**config.mk**
```make
export PLATFORM = sky130hd
export DESIGN_NAME = dskcrc_engine
export DESIGN_NICKNAME = d
export VERILOG_FILES = /design/src/rtl/dskcrc_pkg.sv /design/src/rtl/dskcrc_step.sv /design/src/rtl/dskcrc_reg.sv /design/src/rtl/dskcrc_emit.sv /design/src/rtl/dskcrc_engine.sv
export SDC_FILE = /design/constraint.sdc
export NUM_CORES = 1
export LEC_CHECK = 0
export BUFFER_PORTS_ARGS = -buffer_cell sky130_fd_sc_hd__buf_4
export CORE_UTILIZATION = 35
export CTS_CLUSTER_SIZE = 10
export DETAILED_ROUTE_END_ITERATION = 8
export PLACE_DENSITY = 0.62
export SYNTH_ARGS = -nofsm -noshare
export SYNTH_HDL_FRONTEND = slang
export SYNTH_SLANG_ARGS = --single-unit
```
**constraint.sdc**
```tcl
create_clock -name clk_i -period 1.2 [get_ports clk_i]
set_input_delay 0.36 -clock clk_i [delete_from_list [all_inputs] [get_ports clk_i]]
set_output_delay 0.36 -clock clk_i [all_outputs]
set_load 0.02 [all_outputs]
```
**src/rtl/dskcrc_pkg.sv**
```systemverilog
package dskcrc_pkg;
  localparam int unsigned CRC_W_DEF  = 16;
  localparam int unsigned DATA_W_DEF = 8;
  localparam logic [15:0] POLY_DEF   = 16'h1021;
  localparam logic [15:0] PRESET_DEF = 16'hFFFF;
  localparam int unsigned RST_STAGES = 2;
endpackage

```
**src/rtl/dskcrc_step.sv**
```systemverilog
module dskcrc_step #(
  parameter int unsigned CRC_W  = 16,
  parameter int unsigned DATA_W = 8,
  parameter logic [CRC_W-1:0] POLY = 16'h1021
) (
  input  logic [CRC_W-1:0]  crc_i,
  input  logic [DATA_W-1:0] din_i,
  output logic [CRC_W-1:0]  crc_o
);
  // one stage per data bit, most significant bit enters first
  logic [CRC_W-1:0] stage [DATA_W+1];

  assign stage[0] = crc_i;

  for (genvar i = 0; i < DATA_W; i++) begin : g_bit
    logic fb;
    assign fb = stage[i][CRC_W-1] ^ din_i[DATA_W-1-i];
    assign stage[i+1] = {stage[i][CRC_W-2:0], 1'b0} ^ (fb ? POLY : '0);
  end

  assign crc_o = stage[DATA_W];
endmodule

```
**src/rtl/dskcrc_reg.sv**
```systemverilog
module dskcrc_reg #(
  parameter int unsigned CRC_W = 16,
  parameter logic [CRC_W-1:0] PRESET = 16'hFFFF
) (
  input  logic             clk_i,
  input  logic             rst_ni,
  input  logic             preset_i,
  input  logic             load_i,
  input  logic [CRC_W-1:0] next_i,
  output logic [CRC_W-1:0] crc_o
);
  logic [CRC_W-1:0] crc_q, crc_d;
  logic             crc_en;

  always_comb begin
    crc_en = preset_i | load_i;
    crc_d  = preset_i ? PRESET : next_i;
  end

  always_ff @(posedge clk_i or negedge rst_ni) begin
    if (!rst_ni)     crc_q <= PRESET;
    else if (crc_en) crc_q <= crc_d;
  end

  assign crc_o = crc_q;

  AST_PRESET_WINS: assert property (@(posedge clk_i) disable iff (!rst_ni)
    preset_i |=> crc_q == PRESET);
  AST_IDLE_HOLD: assert property (@(posedge clk_i) disable iff (!rst_ni)
    (!preset_i && !load_i) |=> $stable(crc_q));
endmodule

```
**src/rtl/dskcrc_emit.sv**
```systemverilog
module dskcrc_emit #(
  parameter int unsigned BEATS = 2
) (
  input  logic clk_i,
  input  logic rst_ni,
  input  logic start_i,
  input  logic req_i,
  output logic busy_o,
  output logic last_o
);
  localparam int unsigned CNT_W = $clog2(BEATS + 1);

  logic [CNT_W-1:0] cnt_q, cnt_d;
  logic             cnt_en;

  always_comb begin
    cnt_en = 1'b1;
    if (start_i)             cnt_d = '0;
    else if (cnt_q != '0)    cnt_d = cnt_q - CNT_W'(1);
    else if (req_i)          cnt_d = CNT_W'(BEATS);
    else begin
      cnt_d  = cnt_q;
      cnt_en = 1'b0;
    end
  end

  always_ff @(posedge clk_i or negedge rst_ni) begin
    if (!rst_ni)     cnt_q <= '0;
    else if (cnt_en) cnt_q <= cnt_d;
  end

  assign busy_o = cnt_q != '0;
  assign last_o = cnt_q == CNT_W'(1);

  AST_EMIT_BEGINS: assert property (@(posedge clk_i) disable iff (!rst_ni)
    (req_i && !busy_o && !start_i) |=> busy_o);
  AST_EMIT_ABORT: assert property (@(posedge clk_i) disable iff (!rst_ni)
    start_i |=> !busy_o);
endmodule

```
**src/rtl/dskcrc_engine.sv**
```systemverilog
module dskcrc_engine
  import dskcrc_pkg::*;
#(
  parameter int unsigned CRC_W  = CRC_W_DEF,
  parameter int unsigned DATA_W = DATA_W_DEF,
  parameter logic [CRC_W-1:0] POLY   = POLY_DEF,
  parameter logic [CRC_W-1:0] PRESET = PRESET_DEF
) (
  input  logic              clk_i,
  input  logic              rst_ni,
  input  logic              field_start_i,
  input  logic              byte_valid_i,
  input  logic [DATA_W-1:0] byte_i,
  input  logic              emit_req_i,
  output logic [CRC_W-1:0]  crc_o,
  output logic              crc_ok_o,
  output logic              emit_valid_o,
  output logic [DATA_W-1:0] emit_byte_o
);
  localparam int unsigned BEATS = CRC_W / DATA_W;

  // reset: asserted at once, released after RST_STAGES edges
  logic [RST_STAGES-1:0] rst_sync_q;
  logic                  rst_int_n;

  always_ff @(posedge clk_i or negedge rst_ni) begin
    if (!rst_ni) rst_sync_q <= '0;
    else         rst_sync_q <= {rst_sync_q[RST_STAGES-2:0], 1'b1};
  end
  assign rst_int_n = rst_sync_q[RST_STAGES-1];

  logic              busy, last;
  logic              take_byte, load_en;
  logic [DATA_W-1:0] top_byte, step_din;
  logic [CRC_W-1:0]  crc_cur, crc_next;

  assign top_byte = crc_cur[CRC_W-1 -: DATA_W];

  // during emission the register folds its own top byte back in, which
  // shifts the next check byte into the top position
  always_comb begin
    take_byte = byte_valid_i & ~busy & ~emit_req_i;
    load_en   = busy | take_byte;
    step_din  = busy ? top_byte : byte_i;
  end

  dskcrc_step #(.CRC_W(CRC_W), .DATA_W(DATA_W), .POLY(POLY)) u_step (
    .crc_i (crc_cur),
    .din_i (step_din),
    .crc_o (crc_next)
  );

  dskcrc_reg #(.CRC_W(CRC_W), .PRESET(PRESET)) u_reg (
    .clk_i    (clk_i),
    .rst_ni   (rst_int_n),
    .preset_i (field_start_i),
    .load_i   (load_en),
    .next_i   (crc_next),
    .crc_o    (crc_cur)
  );

  dskcrc_emit #(.BEATS(BEATS)) u_emit (
    .clk_i   (clk_i),
    .rst_ni  (rst_int_n),
    .start_i (field_start_i),
    .req_i   (emit_req_i),
    .busy_o  (busy),
    .last_o  (last)
  );

  assign crc_o        = crc_cur;
  assign crc_ok_o     = crc_cur == '0;
  assign emit_valid_o = busy;
  assign emit_byte_o  = top_byte;

  AST_EMIT_CLEARS: assert property (@(posedge clk_i) disable iff (!rst_int_n)
    (last && !field_start_i) |=> crc_o == '0);
  AST_EMIT_STEADY: assert property (@(posedge clk_i) disable iff (!rst_int_n)
    (emit_valid_o && !last && !field_start_i) |=> emit_valid_o);
endmodule

```
# Word level (Yosys, flattened, before mapping)
# Cells that the tools add are included.
dict set report totals {
  ff_bits 20
  input_bits 13
  out_inout_bits 26
  elab_cells 46
}
dict set report op_classes {
  n_addsub 1
  muxes 16
  bitwise 22
  n_reduce_logical 4
}
# op count
set op_table {}
lappend op_table {{16-bit XOR} 8}
lappend op_table {{13-bit two-way mux} 8}
lappend op_table {{16-bit zero test} 1}
lappend op_table {{16-bit two-way mux} 1}
lappend op_table {{8-bit two-way mux} 1}
lappend op_table {{1-bit XOR} 8}
lappend op_table {{2-bit two-way mux} 3}
lappend op_table {{1-bit two-way mux} 3}
lappend op_table {{3-bit nonzero test} 1}
lappend op_table {{1-bit AND} 2}
lappend op_table {{1-bit NOT} 2}
lappend op_table {{1-bit OR} 2}
lappend op_table {{2-bit AND reduction} 1}
lappend op_table {{2-bit nonzero test} 1}
lappend op_table {{2-bit by 1-bit subtractor with 2-bit output (second input constant)} 1}

# Logic depth before layout (Yosys ltp)
dict set report logic_depth {
  word_depth 27
  depth_mapped 8
  mapped_depth_nobuf 6
}

# Hierarchy
# Synthesis repeated with hierarchy kept, for this count alone.
dict set report hier_totals {
  cells_unflattened 124
  hier_area_um2 1544.0
}
# mod n_inst cells_each area_each_um2 seq_area_each_um2
set modules_own_cells {}
lappend modules_own_cells {dskcrc_reg 1 53 699.4 420.4}
lappend modules_own_cells {dskcrc_step 1 30 425.4 0.0}
lappend modules_own_cells {dskcrc_engine 1 27 260.2 50.0}
lappend modules_own_cells {dskcrc_emit 1 14 158.9 50.0}

# Least setup slack after synthesis
# No wires, ideal clock.
dict set report synth_timing {
  kind {flip-flop to flip-flop}
  from {register u_emit.cnt_q[0]}
  to {register u_reg.crc_q[13], in the netlist u_reg.crc_o[13]}
  setup_ps 93
  arrival_time_ps 1427
  required_time_ps 1107
  slack_ps -320
  stages_incl_launch_ff 9
  n_path_buf 2
  period_less_slack_ps 1520
  path_cell_list {dfrtp_1 inv_1 ha_1 o21ai_2 or2_2 clkbuf_2 buf_6 nor2_1 a21oi_1}
}
dict set report synth_via {
  elab_chain_len 13
  elab_cells_between_ends 18
  classes_between {mux (4); bitwise (13); reduce/logical (1)}
}
# element line_no
set synth_rtl {}
lappend synth_rtl {{start: declaration} dskcrc_emit.sv:13} ;# logic [CNT_W-1:0] cnt_q, cnt_d;
lappend synth_rtl {{start signal: assignment} dskcrc_emit.sv:29} ;# else if (cnt_en) cnt_q <= cnt_d;
lappend synth_rtl {{2-bit nonzero test *} dskcrc_emit.sv:32} ;# assign busy_o = cnt_q != '0;
lappend synth_rtl {{8-bit two-way mux} dskcrc_engine.sv:44} ;# step_din = busy ? top_byte : byte_i;
lappend synth_rtl {{1-bit XOR} dskcrc_step.sv:17} ;# assign fb = stage[i][CRC_W-1] ^ din_i[DATA_W-1-i];
lappend synth_rtl {{13-bit two-way mux} dskcrc_step.sv:18} ;# assign stage[i+1] = {stage[i][CRC_W-2:0], 1'b0} ^ (fb ? POLY : '0);
lappend synth_rtl {{16-bit XOR (4 in a row)} dskcrc_step.sv:18}
lappend synth_rtl {{1-bit XOR} dskcrc_step.sv:17}
lappend synth_rtl {{13-bit two-way mux} dskcrc_step.sv:18}
lappend synth_rtl {{16-bit XOR (2 in a row)} dskcrc_step.sv:18}
lappend synth_rtl {{16-bit two-way mux} dskcrc_reg.sv:17} ;# crc_d = preset_i ? PRESET : next_i;
lappend synth_rtl {{end signal: assignment} dskcrc_reg.sv:22} ;# else if (crc_en) crc_q <= crc_d;
lappend synth_rtl {{end: declaration} dskcrc_reg.sv:12} ;# logic [CRC_W-1:0] crc_q, crc_d;
# Mark *: on every way between the ends. The rest lies on a longest branch, timed or not.
# A chain may end at the register's enable or synchronous reset.

# Worst setup path after layout
dict set report layout_timing {
  from {register u_reg.crc_q[3], in the netlist u_reg.crc_o[3]}
  to {output port crc_ok_o}
}
dict set report layout_via {
  elab_chain_len 1
}
# element line_no
set layout_rtl {}
lappend layout_rtl {{16-bit zero test} dskcrc_engine.sv:72} ;# assign crc_ok_o = crc_cur == '0;
lappend layout_rtl {{end: declaration} dskcrc_engine.sv:16} ;# output logic crc_ok_o,
# Every way passes these cells.

==> reports/results.txt <==
Die Height = 59.8 microns
number of global-route vias before repair = 1131
Critical Path RT = 0.84 ns
1st-iter DRT viols = 40
#FFs+latches synth = 20
H-tree Lvls = 1
Worst Setup SP = u_reg.crc_o[3]
starting density of the core = 0.376
Placed Area = 0.00169 sq mm
Worst Reg-to-Reg Cells = 6
final instance area = 0.00228 sq mm
Reg clk slew, reported paths = 0.12 ns
WL final = 3910 microns
CTS sink count = 20
die width = 59.8 microns
Fmax = 573 MHz
post-route ant nets = 0
r2r endpoint = u_reg.crc_o[15]
pin count of the biggest net entering global routing = 19
Crit. End Element = output pin
RSZ-0062 raised after global routing = true
GR Overflow Total = 0
fill count = 219
CP max stage delay = 0.41 ns
cell-by-cell listing of the critical path = nor4_4 -> and4_4 -> buf_6
synthesized area = 0.00117 sq mm
status = finished with violations
Clk Latency, worst-skew pair = 0.31 ns
Max clock buf depth = 2
Synthesized Nets = 137
Final WS setup = -0.544 ns
first-pass GRT wire length = 5180 microns
crit path max fanout = 2
gpl congestion = 0.826
YS warnings = 0
# DRC = 0
skew final = 0.0101 ns
CP Data Arrival Time = 1.38 ns
layout cells sized above 1 = 0.715
static leakage = 1.01 nW
sequential-to-total area share from yosys stat = 0.446
Worst path depth = 3
min-delay worst type = register to asynchronous set/reset pin
ANT cells = 0
crit start category = register
pwr dens = 2810 mW/mm^2
TritonCTS buffer count = 3
endpoints failing hold = 0
crit-path leading delay family = simple AND/OR/NAND/NOR gates
detailed-placement wirelength estimate = 2280 microns
row count = 20
critical register-to-register path startpoint = u_reg.crc_o[11]
hold_ws = 0.201 ns
crit path max-delay cell type = dfstp_2
failing checks = setup timing
initial antenna violation count = 0
Vias = 1192
Final Max Slew Viols = 0
Critical Path End = crc_ok_o
Vias/cell = 4.75
unique cell type count in the Yosys netlist = 25
Syn Area/Cell = 9.65 sq um
Max rail drop VDD = 1.37 mV
drt first pass iters = 4
r2r setup slk = -0.37 ns
Global Route Usage Sum = 0.201
min Tclk post-route = 1.74 ns
die area = 0.00357 sq mm
CTS root buf = clkbuf_4
maxcap violations = 0
Cells after Synth = 121
period utilization = 1.45
Worst Path Buf+Inv = 1
Setup-failing EPs final = 44
Syn-to-layout area delta = 95.3%
kind of critical path = register to output pin
TritonCTS clock tree = done
IO Count = 39
WL/cell = 15.6 microns
Final nets = 224
Port Buffers = 38
floorplan core area = 0.00310 sq mm
cell usage in the layout (no fill, tap or decap), drive strengths merged:
cell type and n:
buf 92, nor2 18, dfstp 16, a21oi 15, xor2 13, xnor2 11
nand2 10, inv 5, dfrtp 4, nor4 4, clkbuf 4, or2 3
ha 3, and4 1, o21ai 1, nand2b 1, mux2i 1, a211oi 1
nand3 1, o22a 1, dlygate4sd3 1, conb 1
registers in the layout (all words and copies together) (netlist names):
signal / flops
rst_sync_q: 2
u_reg.crc_o: 16
u_emit.cnt_q: 2
final cells by class:
type                    count  area [sq um]  share of cell area
flip-flops and latches     20           520               0.228
well taps                  44          55.1              0.0241
repair buffers             93           881               0.386
multi-input cells          85           778               0.341
clock buffers               4          26.3              0.0115
inverters                   5          18.8             0.00823
timing repair:
item	4_1_cts	5_1_grt
endpoints found under the hold margin	2	0
gates cloned	1	0
setup buffers	8	19
pin swaps	18	12
gates resized for setup	56	28
hold buffers	1	0
endpoints found under the setup margin	42	44
Yosys cell counts:
cell	n	area share
buf_6	1	0.0096
a211oi_1	1	0.0064
clkbuf_2	1	0.0043
or2_2	2	0.011
dfrtp_1	4	0.086
xnor2_1	11	0.083
mux2i_1	1	0.0086
nand2_2	2	0.011
a21oi_1	15	0.064
and4_1	1	0.0075
nand2b_1	1	0.0054
clkbuf_1	2	0.0064
o21ai_2	1	0.0075
buf_4	8	0.051
nor2_1	18	0.058
nor4_1	4	0.021
xor2_2	2	0.028
dfstp_2	16	0.36
nand3_1	1	0.0043
inv_1	5	0.016
nand2_1	8	0.026
o22a_1	1	0.0075
conb_1	1	0.0032
ha_1	3	0.032
xor2_1	11	0.083
cell families (layout without fill, tap and decap cells):
group / Yosys count / count (layout) / share of synthesized area
AND/OR/NAND/NOR: 37 / 38 / 0.144
XOR/XNOR: 24 / 24 / 0.193
flip-flops: 20 / 20 / 0.446
AO/OA/AOI/OAI: 18 / 18 / 0.0857
buffers and inverters: 17 / 102 / 0.0879
adder cells (fa/ha/maj): 3 / 3 / 0.0322
other: 1 / 1 / 0.00321
multiplexers: 1 / 1 / 0.00857
how the worst min path moves through the flow:
stage	to	cells past startpoint
detailed placement	rst_sync_q[0]	1
finish	u_emit.cnt_q[1]	1
global route	u_emit.cnt_q[1]	1
CTS	u_emit.cnt_q[0]	1
global placement	rst_sync_q[0]	1
floorplan	rst_sync_q[0]	0
worst reg2reg max path, stage by stage, from the launching register on:
cell	delay, ns
dfstp_2	0.58
buf_4	0.13
xor2_2	0.17
nand2_2	0.12
xor2_4	0.18
xnor2_1	0.15
a21oi_1	0.16
where the power goes:
group	total [mW]	internal, mW	switching (mW)
clock	0.353	0.130	0.223
combinational	4.63	2.52	2.11
sequential	1.42	1.09	0.330
metal layers:
metal  track usage  routed length (microns)  share of wire  up-vias
met4        0.0797                       63          0.016        0
met5             0                        0              0        -
met2         0.362                     2180           0.56       48
met1         0.242                     1520           0.39      582
li1              -                        -              -      552
met3        0.0216                      155          0.040       10
per-stage QoR:
step / instances / power [mW] / setup slack, ns / util / setup TNS, ns
floorplan: 121 / 3.22 / -0.195 / - / -2.76
global placement: 221 / 4.37 / -0.360 / 0.546 / -2.76
detailed placement: 221 / 4.42 / -0.317 / 0.546 / -2.95
CTS: 234 / 5.55 / -0.518 / 0.648 / -11.10
global route: 251 / 6.71 / -0.565 / 0.735 / -15.03
finish: 251 / 6.40 / -0.544 / 0.735 / -13.14
Power figures use the tool's default switching activity.
